<file path="src/rtl/thermal_pkg.sv">
// Shared types for the thermal governor.
// Assumes: the tier encoding is visible at the top-level port, so its values are fixed.
package thermal_pkg;

    typedef enum logic [1:0] {
        TIER_NONE    = 2'd0,
        TIER_PASSIVE = 2'd1,
        TIER_SKIP    = 2'd2,
        TIER_TRIP    = 2'd3
    } tier_e;

    typedef enum logic [1:0] {
        SEQ_IDLE    = 2'd0,
        SEQ_DN_VOLT = 2'd1,
        SEQ_DN_WAIT = 2'd2,
        SEQ_UP_WAIT = 2'd3
    } seq_e;

endpackage

</file>
<file path="src/rtl/tg_opp_seq.sv">
// Operating-point sequencer.
// Steps the table index one entry at a time, using the passive trip level and a
// hysteresis band. Keeps freq/volt ordering safe and enforces a sample-count dwell.
// Assumes: settle_done is a pulse from the regulator after each voltage request;
// index 0 is the fastest entry.
module tg_opp_seq #(
    parameter int TEMP_W  = 8,
    parameter int NUM_OPP = 4,
    parameter int DWELL_W = 8,
    parameter int PASSIVE = 80,
    parameter int HYST    = 3,
    localparam int OPP_W  = $clog2(NUM_OPP)
) (
    input  logic               clk,
    input  logic               rst_n,
    input  logic               sample_valid,
    input  logic [TEMP_W-1:0]  temp,
    input  logic [DWELL_W-1:0] dwell_min,
    input  logic               settle_done,
    output logic [OPP_W-1:0]   opp_idx,
    output logic [OPP_W-1:0]   freq_sel,
    output logic [OPP_W-1:0]   volt_sel
);
    import thermal_pkg::*;

    localparam logic [OPP_W-1:0]  OPP_LAST = OPP_W'(NUM_OPP - 1);
    localparam logic [TEMP_W:0]   HOT_LVL  = (TEMP_W+1)'(PASSIVE);
    localparam logic [TEMP_W:0]   HYST_EXT = (TEMP_W+1)'(HYST);

    seq_e               state;
    logic [OPP_W-1:0]   cur_q, tgt_q, freq_q, volt_q;
    logic [DWELL_W-1:0] dwell_q;
    logic [TEMP_W:0]    temp_ext;
    logic               hot, cool, dwell_ok, go_down, go_up;

    // Classify the sample against the passive level and decide whether to move
    always_comb begin
        temp_ext = {1'b0, temp};
        hot      = temp_ext >= HOT_LVL;
        cool     = (temp_ext + HYST_EXT) < HOT_LVL;
        dwell_ok = dwell_q >= dwell_min;
        go_down  = (state == SEQ_IDLE) && sample_valid && hot  && (cur_q != OPP_LAST) && dwell_ok;
        go_up    = (state == SEQ_IDLE) && sample_valid && cool && (cur_q != '0)       && dwell_ok;
    end

    // Sequence state, selections and dwell counter
    always_ff @(posedge clk) begin
        if (!rst_n) begin
            state   <= SEQ_IDLE;
            cur_q   <= '0;
            tgt_q   <= '0;
            freq_q  <= '0;
            volt_q  <= '0;
            dwell_q <= '0;
        end else begin
            case (state)
                SEQ_IDLE: begin
                    if (go_down) begin
                        tgt_q  <= cur_q + 1'b1;
                        freq_q <= cur_q + 1'b1;
                        state  <= SEQ_DN_VOLT;
                    end else if (go_up) begin
                        tgt_q  <= cur_q - 1'b1;
                        volt_q <= cur_q - 1'b1;
                        state  <= SEQ_UP_WAIT;
                    end else if (sample_valid && (dwell_q != '1)) begin
                        dwell_q <= dwell_q + 1'b1;
                    end
                end
                SEQ_DN_VOLT: begin
                    volt_q <= tgt_q;
                    state  <= SEQ_DN_WAIT;
                end
                SEQ_DN_WAIT: begin
                    if (settle_done) begin
                        cur_q   <= tgt_q;
                        dwell_q <= '0;
                        state   <= SEQ_IDLE;
                    end
                end
                default: begin
                    if (settle_done) begin
                        freq_q  <= tgt_q;
                        cur_q   <= tgt_q;
                        dwell_q <= '0;
                        state   <= SEQ_IDLE;
                    end
                end
            endcase
        end
    end

    assign opp_idx  = cur_q;
    assign freq_sel = freq_q;
    assign volt_sel = volt_q;

endmodule

</file>
<file path="src/rtl/tg_skip_ctrl.sv">
// Cycle-skip controller.
// Keeps a skip level N (0 .. SKIP_DEN-1) that moves one step per sample around the
// junction limit, and gates off the first N cycles of every SKIP_DEN-cycle window.
// Assumes: SKIP_DEN is a power of two, at least 2.
module tg_skip_ctrl #(
    parameter int TEMP_W   = 8,
    parameter int SKIP_DEN = 8,
    parameter int HYST     = 3,
    localparam int PH_W    = $clog2(SKIP_DEN)
) (
    input  logic              clk,
    input  logic              rst_n,
    input  logic              sample_valid,
    input  logic [TEMP_W-1:0] temp,
    input  logic [TEMP_W-1:0] tj_limit,
    input  logic              gate_all,
    output logic [PH_W-1:0]   skip_lvl,
    output logic              clk_en
);
    localparam logic [PH_W-1:0] SKIP_MAX = PH_W'(SKIP_DEN - 1);
    localparam logic [TEMP_W:0] HYST_EXT = (TEMP_W+1)'(HYST);

    logic [PH_W-1:0] lvl_q, phase_q;
    logic            above, below;

    // Compare the sample with the junction limit and its hysteresis floor
    always_comb begin
        above = temp >= tj_limit;
        below = ({1'b0, temp} + HYST_EXT) < {1'b0, tj_limit};
    end

    // Move the skip level by one step per sample
    always_ff @(posedge clk) begin
        if (!rst_n) begin
            lvl_q <= '0;
        end else if (sample_valid) begin
            if (above && (lvl_q != SKIP_MAX)) begin
                lvl_q <= lvl_q + 1'b1;
            end else if (below && (lvl_q != '0)) begin
                lvl_q <= lvl_q - 1'b1;
            end
        end
    end

    // Free-running position inside the skip window
    always_ff @(posedge clk) begin
        if (!rst_n) begin
            phase_q <= '0;
        end else begin
            phase_q <= (phase_q == SKIP_MAX) ? '0 : phase_q + 1'b1;
        end
    end

    assign skip_lvl = lvl_q;
    assign clk_en   = !gate_all && (phase_q >= lvl_q);

endmodule

</file>
<file path="src/rtl/tg_trip.sv">
// Hard-trip latch.
// Sets on a sample at or above the critical level taken while skipping is
// already active. Only reset clears it.
// Assumes: skip_active reflects the skip level held before the current sample.
module tg_trip #(
    parameter int TEMP_W = 8,
    parameter int CRIT   = 110
) (
    input  logic              clk,
    input  logic              rst_n,
    input  logic              sample_valid,
    input  logic [TEMP_W-1:0] temp,
    input  logic              skip_active,
    output logic              trip
);
    localparam logic [TEMP_W:0] CRIT_EXT = (TEMP_W+1)'(CRIT);

    // Sticky latch of the critical condition
    always_ff @(posedge clk) begin
        if (!rst_n) begin
            trip <= 1'b0;
        end else if (sample_valid && skip_active && ({1'b0, temp} >= CRIT_EXT)) begin
            trip <= 1'b1;
        end
    end

endmodule

</file>
<file path="src/rtl/thermal_governor.sv">
// Thermal governor top.
// Joins the operating-point sequencer, the cycle-skip controller and the trip latch,
// and reports which escalation tier is active.
// Assumes: temp_in is sampled only while sample_valid is high; tj_limit and
// dwell_min are quasi-static.
module thermal_governor #(
    parameter int TEMP_W       = 8,
    parameter int NUM_OPP      = 4,
    parameter int DWELL_W      = 8,
    parameter int SKIP_DEN     = 8,
    parameter int PASSIVE_TRIP = 80,
    parameter int HYST_DEG     = 3,
    parameter int CRIT_TEMP    = 110,
    localparam int OPP_W       = $clog2(NUM_OPP),
    localparam int PH_W        = $clog2(SKIP_DEN)
) (
    input  logic               clk,
    input  logic               rst_n,
    input  logic               sample_valid,
    input  logic [TEMP_W-1:0]  temp_in,
    input  logic [TEMP_W-1:0]  tj_limit,
    input  logic [DWELL_W-1:0] dwell_min,
    input  logic               settle_done,
    output logic [OPP_W-1:0]   opp_idx,
    output logic [OPP_W-1:0]   freq_sel,
    output logic [OPP_W-1:0]   volt_sel,
    output logic [PH_W-1:0]    skip_level,
    output logic               clk_en,
    output logic               reset_req,
    output logic [1:0]         tier
);
    import thermal_pkg::*;

    tier_e tier_d;

    tg_opp_seq #(
        .TEMP_W (TEMP_W),
        .NUM_OPP(NUM_OPP),
        .DWELL_W(DWELL_W),
        .PASSIVE(PASSIVE_TRIP),
        .HYST   (HYST_DEG)
    ) u_opp (
        .clk         (clk),
        .rst_n       (rst_n),
        .sample_valid(sample_valid),
        .temp        (temp_in),
        .dwell_min   (dwell_min),
        .settle_done (settle_done),
        .opp_idx     (opp_idx),
        .freq_sel    (freq_sel),
        .volt_sel    (volt_sel)
    );

    tg_skip_ctrl #(
        .TEMP_W  (TEMP_W),
        .SKIP_DEN(SKIP_DEN),
        .HYST    (HYST_DEG)
    ) u_skip (
        .clk         (clk),
        .rst_n       (rst_n),
        .sample_valid(sample_valid),
        .temp        (temp_in),
        .tj_limit    (tj_limit),
        .gate_all    (reset_req),
        .skip_lvl    (skip_level),
        .clk_en      (clk_en)
    );

    tg_trip #(
        .TEMP_W(TEMP_W),
        .CRIT  (CRIT_TEMP)
    ) u_trip (
        .clk         (clk),
        .rst_n       (rst_n),
        .sample_valid(sample_valid),
        .temp        (temp_in),
        .skip_active (skip_level != '0),
        .trip        (reset_req)
    );

    // Report the most severe tier in force
    always_comb begin
        if (reset_req)                              tier_d = TIER_TRIP;
        else if (skip_level != '0)                  tier_d = TIER_SKIP;
        else if ((freq_sel != '0) || (volt_sel != '0)) tier_d = TIER_PASSIVE;
        else                                        tier_d = TIER_NONE;
    end

    assign tier = tier_d;

endmodule

</file>
<file path="config.mk">
export PLATFORM = sky130hd
export DESIGN_NAME = thermal_governor
export DESIGN_NICKNAME = d
export VERILOG_FILES = /design/src/rtl/thermal_pkg.sv /design/src/rtl/tg_opp_seq.sv /design/src/rtl/tg_skip_ctrl.sv /design/src/rtl/tg_trip.sv /design/src/rtl/thermal_governor.sv
export SDC_FILE = /design/constraint.sdc
export NUM_CORES = 1
export LEC_CHECK = 0
export BUFFER_PORTS_ARGS = -buffer_cell sky130_fd_sc_hd__buf_2
export CAP_MARGIN = 20
export CORE_MARGIN = 8
export CORE_UTILIZATION = 51
export CTS_CLUSTER_SIZE = 20
export DETAILED_ROUTE_END_ITERATION = 8
export GPL_TIMING_DRIVEN = 0
export PLACE_DENSITY = 0.76
export SLEW_MARGIN = 30
export SYNTH_ARGS = -nofsm -noshare
export SYNTH_HDL_FRONTEND = slang
export SYNTH_SLANG_ARGS = --single-unit
</file>
<file path="constraint.sdc">
create_clock -name clk -period 2.44 [get_ports clk]
set_clock_uncertainty 0.15 [all_clocks]
set_input_delay 0.122 -clock clk [delete_from_list [all_inputs] [get_ports clk]]
set_output_delay 0.122 -clock clk [all_outputs]
set_load 0.05 [all_outputs]
</file>
# ---- Word-level counts from Yosys, hierarchy flattened
# Cells that the tools add are included.
dict set report word_totals {
  inputBits 28
  reg_bits 25
}
dict set report op_classes {
  n_reduce_logical 35
  n_mux 21
  add_sub_neg 7
  eq_ne 12
  n_bitwise 4
  order_cmp 7
}
# cell count
set ops {}
lappend ops {{$mux 8} 4}
lappend ops {{$mux 2} 10}
lappend ops {{$ge 8x7->1 const B} 2}
lappend ops {{$ge 8x8->1} 2}
lappend ops {{$pmux 8 s2} 1}
lappend ops {{$reduce_bool 2->1} 7}
lappend ops {{$logic_and 1x1->1} 13}
lappend ops {{$pmux 2 s2} 3}
lappend ops {{$add 8x2->9 const B} 1}
lappend ops {{$lt 9x7->1 const B} 1}
lappend ops {{$lt 9x8->1} 1}
lappend ops {{$add 8x1->8 const B} 1}
lappend ops {{$ne 2x2->1 const B} 4}
lappend ops {{$ne 8x8->1 const B} 1}
lappend ops {{$reduce_and 2->1} 4}
lappend ops {{$add 3x1->3 const B} 2}
lappend ops {{$mux 3} 2}
lappend ops {{$reduce_and 3->1} 2}
lappend ops {{$reduce_bool 3->1} 2}
lappend ops {{$reduce_or 2->1} 3}
lappend ops {{$reduce_and 5->1} 1}
lappend ops {{$ne 2x1->1 const B} 2}
lappend ops {{$not 1->1} 4}
lappend ops {{$eq 3x3->1 const B} 1}
lappend ops {{other kinds (12)} 12}

# ---- Longest topological paths before layout
dict set report logic_depth {
  ltp_word 8
  ltp_mapped 12
  ltp_nobuf 12
}

# ---- By module
# From an unflattened synthesis, not the netlist that was laid out.
dict set report hier_totals {
  cells_unflattened 263
  hier_area_um2 2243.4
}
# mod area_each_um2 instances cells_each
set by_module_without_submodules {}
lappend by_module_without_submodules {tg_opp_seq 1247.4 1 149}
lappend by_module_without_submodules {tg_skip_ctrl 914.6 1 104}
lappend by_module_without_submodules {tg_trip 50.0 1 6}
lappend by_module_without_submodules {thermal_governor 31.3 1 4}

# ---- Worst setup path before layout
# No wires, ideal clock.
dict set report synth_timing {
  kind {input -> register}
  startpoint {in temp_in[0]}
  endpoint {reg u_skip.lvl_q[0], in the netlist u_skip.skip_lvl[0]}
  n_path_buf 0
  cell_stages 11
  t_required_ns 2.218
  path_slack_ns -0.028
  arrival_ns 2.247
  path_cell_list {inv_1 > ha_1 > and3b_1 > nand3_1 > xnor2_1 > ha_1 > a2111oi_0 > a211o_1 > nand2_1 > a21boi_0 > mux2i_1}
}
dict set report synth_between {
  elab_chain_cells 5
  elab_cells_between_ends 8
}
# item line
set synth_lines {}
lappend synth_lines {{start, declared} thermal_governor.sv:20} ;# input logic [TEMP_W-1:0] temp_in,
lappend synth_lines {{$add 8x2->9} tg_skip_ctrl.sv:29} ;# below = ({1'b0, temp} + HYST_EXT) < {1'b0, tj_limit};
lappend synth_lines {{$lt 9x8->1} tg_skip_ctrl.sv:29}
lappend synth_lines {{$logic_and 1x1->1} tg_skip_ctrl.sv:39} ;# end else if (below && (lvl_q != '0)) begin
lappend synth_lines {{$reduce_bool 2->1 (no line)} --}
lappend synth_lines {{$reduce_and 2->1 (no line)} --}
lappend synth_lines {{end signal, assigned} tg_skip_ctrl.sv:38} ;# lvl_q <= lvl_q + 1'b1;
lappend synth_lines {{end signal, assigned} tg_skip_ctrl.sv:40} ;# lvl_q <= lvl_q - 1'b1;
lappend synth_lines {{end, declared} tg_skip_ctrl.sv:23} ;# logic [PH_W-1:0] lvl_q, phase_q;
# Several ways; a longest one is shown, not always the timed one.
# A chain may end at the register's enable or synchronous reset.

# ---- Worst setup path in the final report
dict set report layout_timing {
  startpoint {reg u_opp.dwell_q[0]}
  endpoint {reg u_opp.volt_q[1], in the netlist u_opp.volt_sel[1]}
}
dict set report layout_between {
  elab_chain_cells 4
  elab_cells_between_ends 6
}
# item line
set layout_lines {}
lappend layout_lines {{start, declared} tg_opp_seq.sv:32} ;# logic [DWELL_W-1:0] dwell_q;
lappend layout_lines {{start signal, assigned} tg_opp_seq.sv:67} ;# dwell_q <= dwell_q + 1'b1;
lappend layout_lines {{$ge 8x8->1 (*)} tg_opp_seq.sv:41} ;# dwell_ok = dwell_q >= dwell_min;
lappend layout_lines {{$logic_and 1x1->1 (on tied branches)} {tg_opp_seq.sv:43, tg_opp_seq.sv:42}}
lappend layout_lines {{$ne 2x1->1 (no line) / $ne 2x2->1 (equally long branches)} --}
lappend layout_lines {{$reduce_and 3->1 (no line) (*)} --}
lappend layout_lines {{end signal, assigned} tg_opp_seq.sv:64} ;# volt_q <= cur_q - 1'b1;
lappend layout_lines {{end signal, assigned} tg_opp_seq.sv:71} ;# volt_q <= tgt_q;
lappend layout_lines {{end, declared} tg_opp_seq.sv:31} ;# logic [OPP_W-1:0] cur_q, tgt_q, freq_q, volt_q;
# Every way passes the cells marked *; elsewhere a longest branch is shown, timed or not.

==> reports/results.md <==
• finished, final reports clean — outcome
• 2,124 — count of vias placed by the detailed router
• 1.27 nW — leakage dissipation
• 394 — final net count
• 0 — Setup violations, final
• u_opp.dwell_q[0] — worst reg2reg path startpoint
• 3 — total CTS buffers
• 41 — io pins
• 373 — # placed instances
• 69.5% — Worst slew margin
• 4 — number of optimization iterations in the first detailed-route pass
• 5 — largest driver fanout on the critical path
• 5.59 — mean number of vias per cell
• 25 — FF+latch count, synth
• 0 — number of antenna violations at the first check in global routing
• 39 — PortBufs
• 8.08 um^2 — synthesized area divided by synthesized cell count
• 377 — Fillers
• 0 — # Max-Cap Violations
• yes — TritonCTS clock tree
• 282 — number of standard cells after synthesis
• sample_valid — source of the worst hold timing path
• 0 — ANT cells
• 0 — EDFF count, synth
• 14.1% — global router's overall resource usage
• 2410 ps — Crit path arrival time
• 96.4% — final cycle utilization of the critical path
• 380 — final non-filler cell total
• 0 — Final Hold Fails
• 482 nW/um^2 — Power Density
• 35.4 ps — worst slack on hold paths
• in2reg — class of the tightest hold or removal check
• 110 — First DRT Iteration DRCs
• 8680 um — first-pass GRT wire length
• 24 — floorplan row count
• yes — unrepaired setup endpoints after global routing
• 9 — worst-case reg-to-reg path depth
• 4050 um — Final HPWL DP
• 5080 um — wire length after detailed routing
• 280 ps — Skew-Pair Late Insertion Delay
• 2350 ps — Tmin final
• 62.1% — Post-Route Utilization
• clkbuf_8 — CTS root buf
• 2,024 — via count of the first global-routing pass
• 25 — number of clock sinks seen by CTS
• 2 — largest buffer count on any clock path
• flip-flop — kind of launch point of the worst setup path
• 4320 um^2 — area of the core
• 90 ps — Clk pin slew, worst setup/hold paths
• 0 — remaining routing DRC violations
• 0 — Post-CTS Hold Fix Bufs
• 0.425 GHz — fmax
• 87.1 ps — Worst Slack Setup Final
• 451 ps — slew at the pin closest to its max-slew limit
• 49 — number of distinct standard cells referenced by the synthesized netlist
• 13.4 um — routed wire length per instance
• 2500 ps — worst path required time
• 0 — Detail Route Antenna Nets
• 82.8 um — die extent in x
• 347 — net count of the mapped netlist
• 3 — depth of the worst hold-timing path
• 2280 um^2 — post-synthesis cell area
• 0 — max-slew violations
• flip-flop — Critical Path End Type
• 0 — warning count from the yosys run
• 22.0% — share of cells above drive strength 1
• 22.0% — sequential area share after synthesis
• 82.8 um — die extent in y
• 0% — async set-reset flop share out of synthesis
• 52.7% — starting density of the core
• -363 ps — pre-CTS setup slack
• dfxtp_1 — primary flip-flop cell chosen by synthesis mapping
• 0.833 — routability congestion estimate
• 0 — residual overflow from global routing
• 1 — number of H-tree branching levels
• 17.8% — layout overhead on the synthesized area
• u_opp.volt_sel[1] — capture point of the worst reg-to-reg path
• 16 — largest net degree at the start of global routing
• u_trip.trip — endpoint of the worst hold path
• 288 uV — Max VDD drop
• 6860 um^2 — Die Area
• 90 ps — Reg2Reg Setup Slack
• reg2reg — type of the setup path with the least slack
-- stage by stage --
step | area, um^2 | setup TNS, ps | power, mW
after floorplan | 2280 | 0 | 0.877
after global placement | 2540 | -815 | 0.993
after detailed placement | 2540 | -1120 | 1.01
after CTS | 2600 | -21.5 | 1.27
after global routing | 2690 | -52.2 | 1.39
final | 2690 | 0 | 1.30
-- synthesized netlist by cell type (2+ instances only) --
master / instances / area (um^2)
a2111oi_0: 2 / 17.5
a21o_1: 4 / 30.0
a21oi_1: 17 / 85.1
a311oi_1: 2 / 17.5
a31oi_1: 4 / 25.0
and3_1: 4 / 25.0
buf_2: 2 / 10.0
clkbuf_1: 5 / 18.8
dfxtp_1: 25 / 500
ha_1: 36 / 450
inv_1: 31 / 116
mux2i_1: 16 / 160
nand2_1: 33 / 124
nand2b_1: 6 / 37.5
nand3_1: 9 / 45.0
nand4_1: 5 / 31.3
nor2_1: 16 / 60.1
nor2b_1: 2 / 12.5
nor3_1: 3 / 15.0
nor3b_1: 3 / 22.5
o21a_1: 3 / 22.5
o21ai_0: 12 / 60.1
o21bai_1: 2 / 15.0
o221a_2: 2 / 22.5
o31ai_1: 2 / 15.0
or3_1: 7 / 43.8
xnor2_1: 7 / 61.3
-- worst max-delay path, stage by stage, from the launching register on --
cell and delay, ps:
dfxtp_2 360, inv_2 50, ha_1 260, nand2b_4 150
a2111oi_4 310, nor3_2 90, or2_4 270, buf_6 140
a32oi_4 270, mux2i_1 220
-- power breakdown --
| part | switching (mW) | internal, mW |
|---|---|---|
| combinational | 0.343 | 0.216 |
| clock | 0.145 | 0.116 |
| sequential | 0.0373 | 0.437 |
-- sequential cells by signal, summed over array words and instances (netlist names) --
register and cells:
u_opp.freq_sel 2, u_trip.trip 1, u_opp.dwell_q 8, u_opp.tgt_q 2, u_opp.state 2, u_opp.volt_sel 2
u_skip.phase_q 3, u_opp.opp_idx 2, u_skip.skip_lvl 3
-- layout by cell type (no fill, tap or decap), types with 2 or more instances in the layout --
cell	count
buf_2	41
ha_1	35
nand2_1	33
inv_1	28
dfxtp_1	24
a21oi_1	17
nor2_1	16
mux2i_1	16
o21ai_0	11
nand3_1	8
xnor2_1	7
or3_1	7
nand2b_1	5
clkbuf_1	5
nand4_1	5
a21o_1	4
a31oi_1	4
and3_1	4
inv_2	3
nor3b_1	3
o21a_1	3
clkbuf_8	3
o21bai_1	2
nor3_1	2
nor2b_1	2
a311oi_1	2
o221a_2	2
o31ai_1	2
a2111oi_2	2
a21boi_2	2
buf_4	2
-- logic make-up after synthesis --
logic type	Yosys count	synth area share [%]
AO/OA/AOI/OAI	63	20.3
buffers and inverters	39	6.86
XOR/XNOR	7	2.69
AND/OR/NAND/NOR	95	20.5
multiplexers	16	7.03
flip-flops	25	22.0
adder cells (fa/ha/maj)	37	20.6
-- repair_timing --
item                       CTS  global route
setup buffers                0             2
setup endpoints to repair    7            14
cloned                       0             1
pin swaps                    0            10
resized for setup            3            17
-- per-layer routing --
metal	global-route usage, %	routed length [um]	up-vias	part of all wire, %
met5	0	0	-	0
met4	3.83	70	0	1.4
met3	4.00	297	8	5.8
met2	25.0	2480	50	49
met1	16.1	2240	972	44
li1	-	-	1094	-
-- how the worst max path moves through the flow --
| stage | endpoint | cells past startpoint | start |
|---|---|---|---|
| final | u_opp.volt_sel[1] | 9 | u_opp.dwell_q[0] |
| after global routing | u_skip.skip_lvl[2] | 12 | temp_in[0] |
| after CTS | u_opp.volt_sel[1] | 9 | u_opp.dwell_q[0] |
| after detailed placement | u_skip.skip_lvl[1] | 12 | temp_in[0] |
| after global placement | u_skip.skip_lvl[1] | 12 | temp_in[0] |
| after floorplan | u_skip.skip_lvl[0] | 11 | temp_in[0] |
-- final cells by class --
class,count,area [um^2],area share (%)
clock inverter,1,7.51,0.280
sequential,25,502,18.7
buffer,8,40.0,1.49
multi-input combinational,218,1700,63.1
inverter,31,116,4.33
timing repair buffer,42,218,8.11
tap,52,65.1,2.42
clock buffer,3,41.3,1.54
Note: power is estimated with default switching activity, not from simulation.
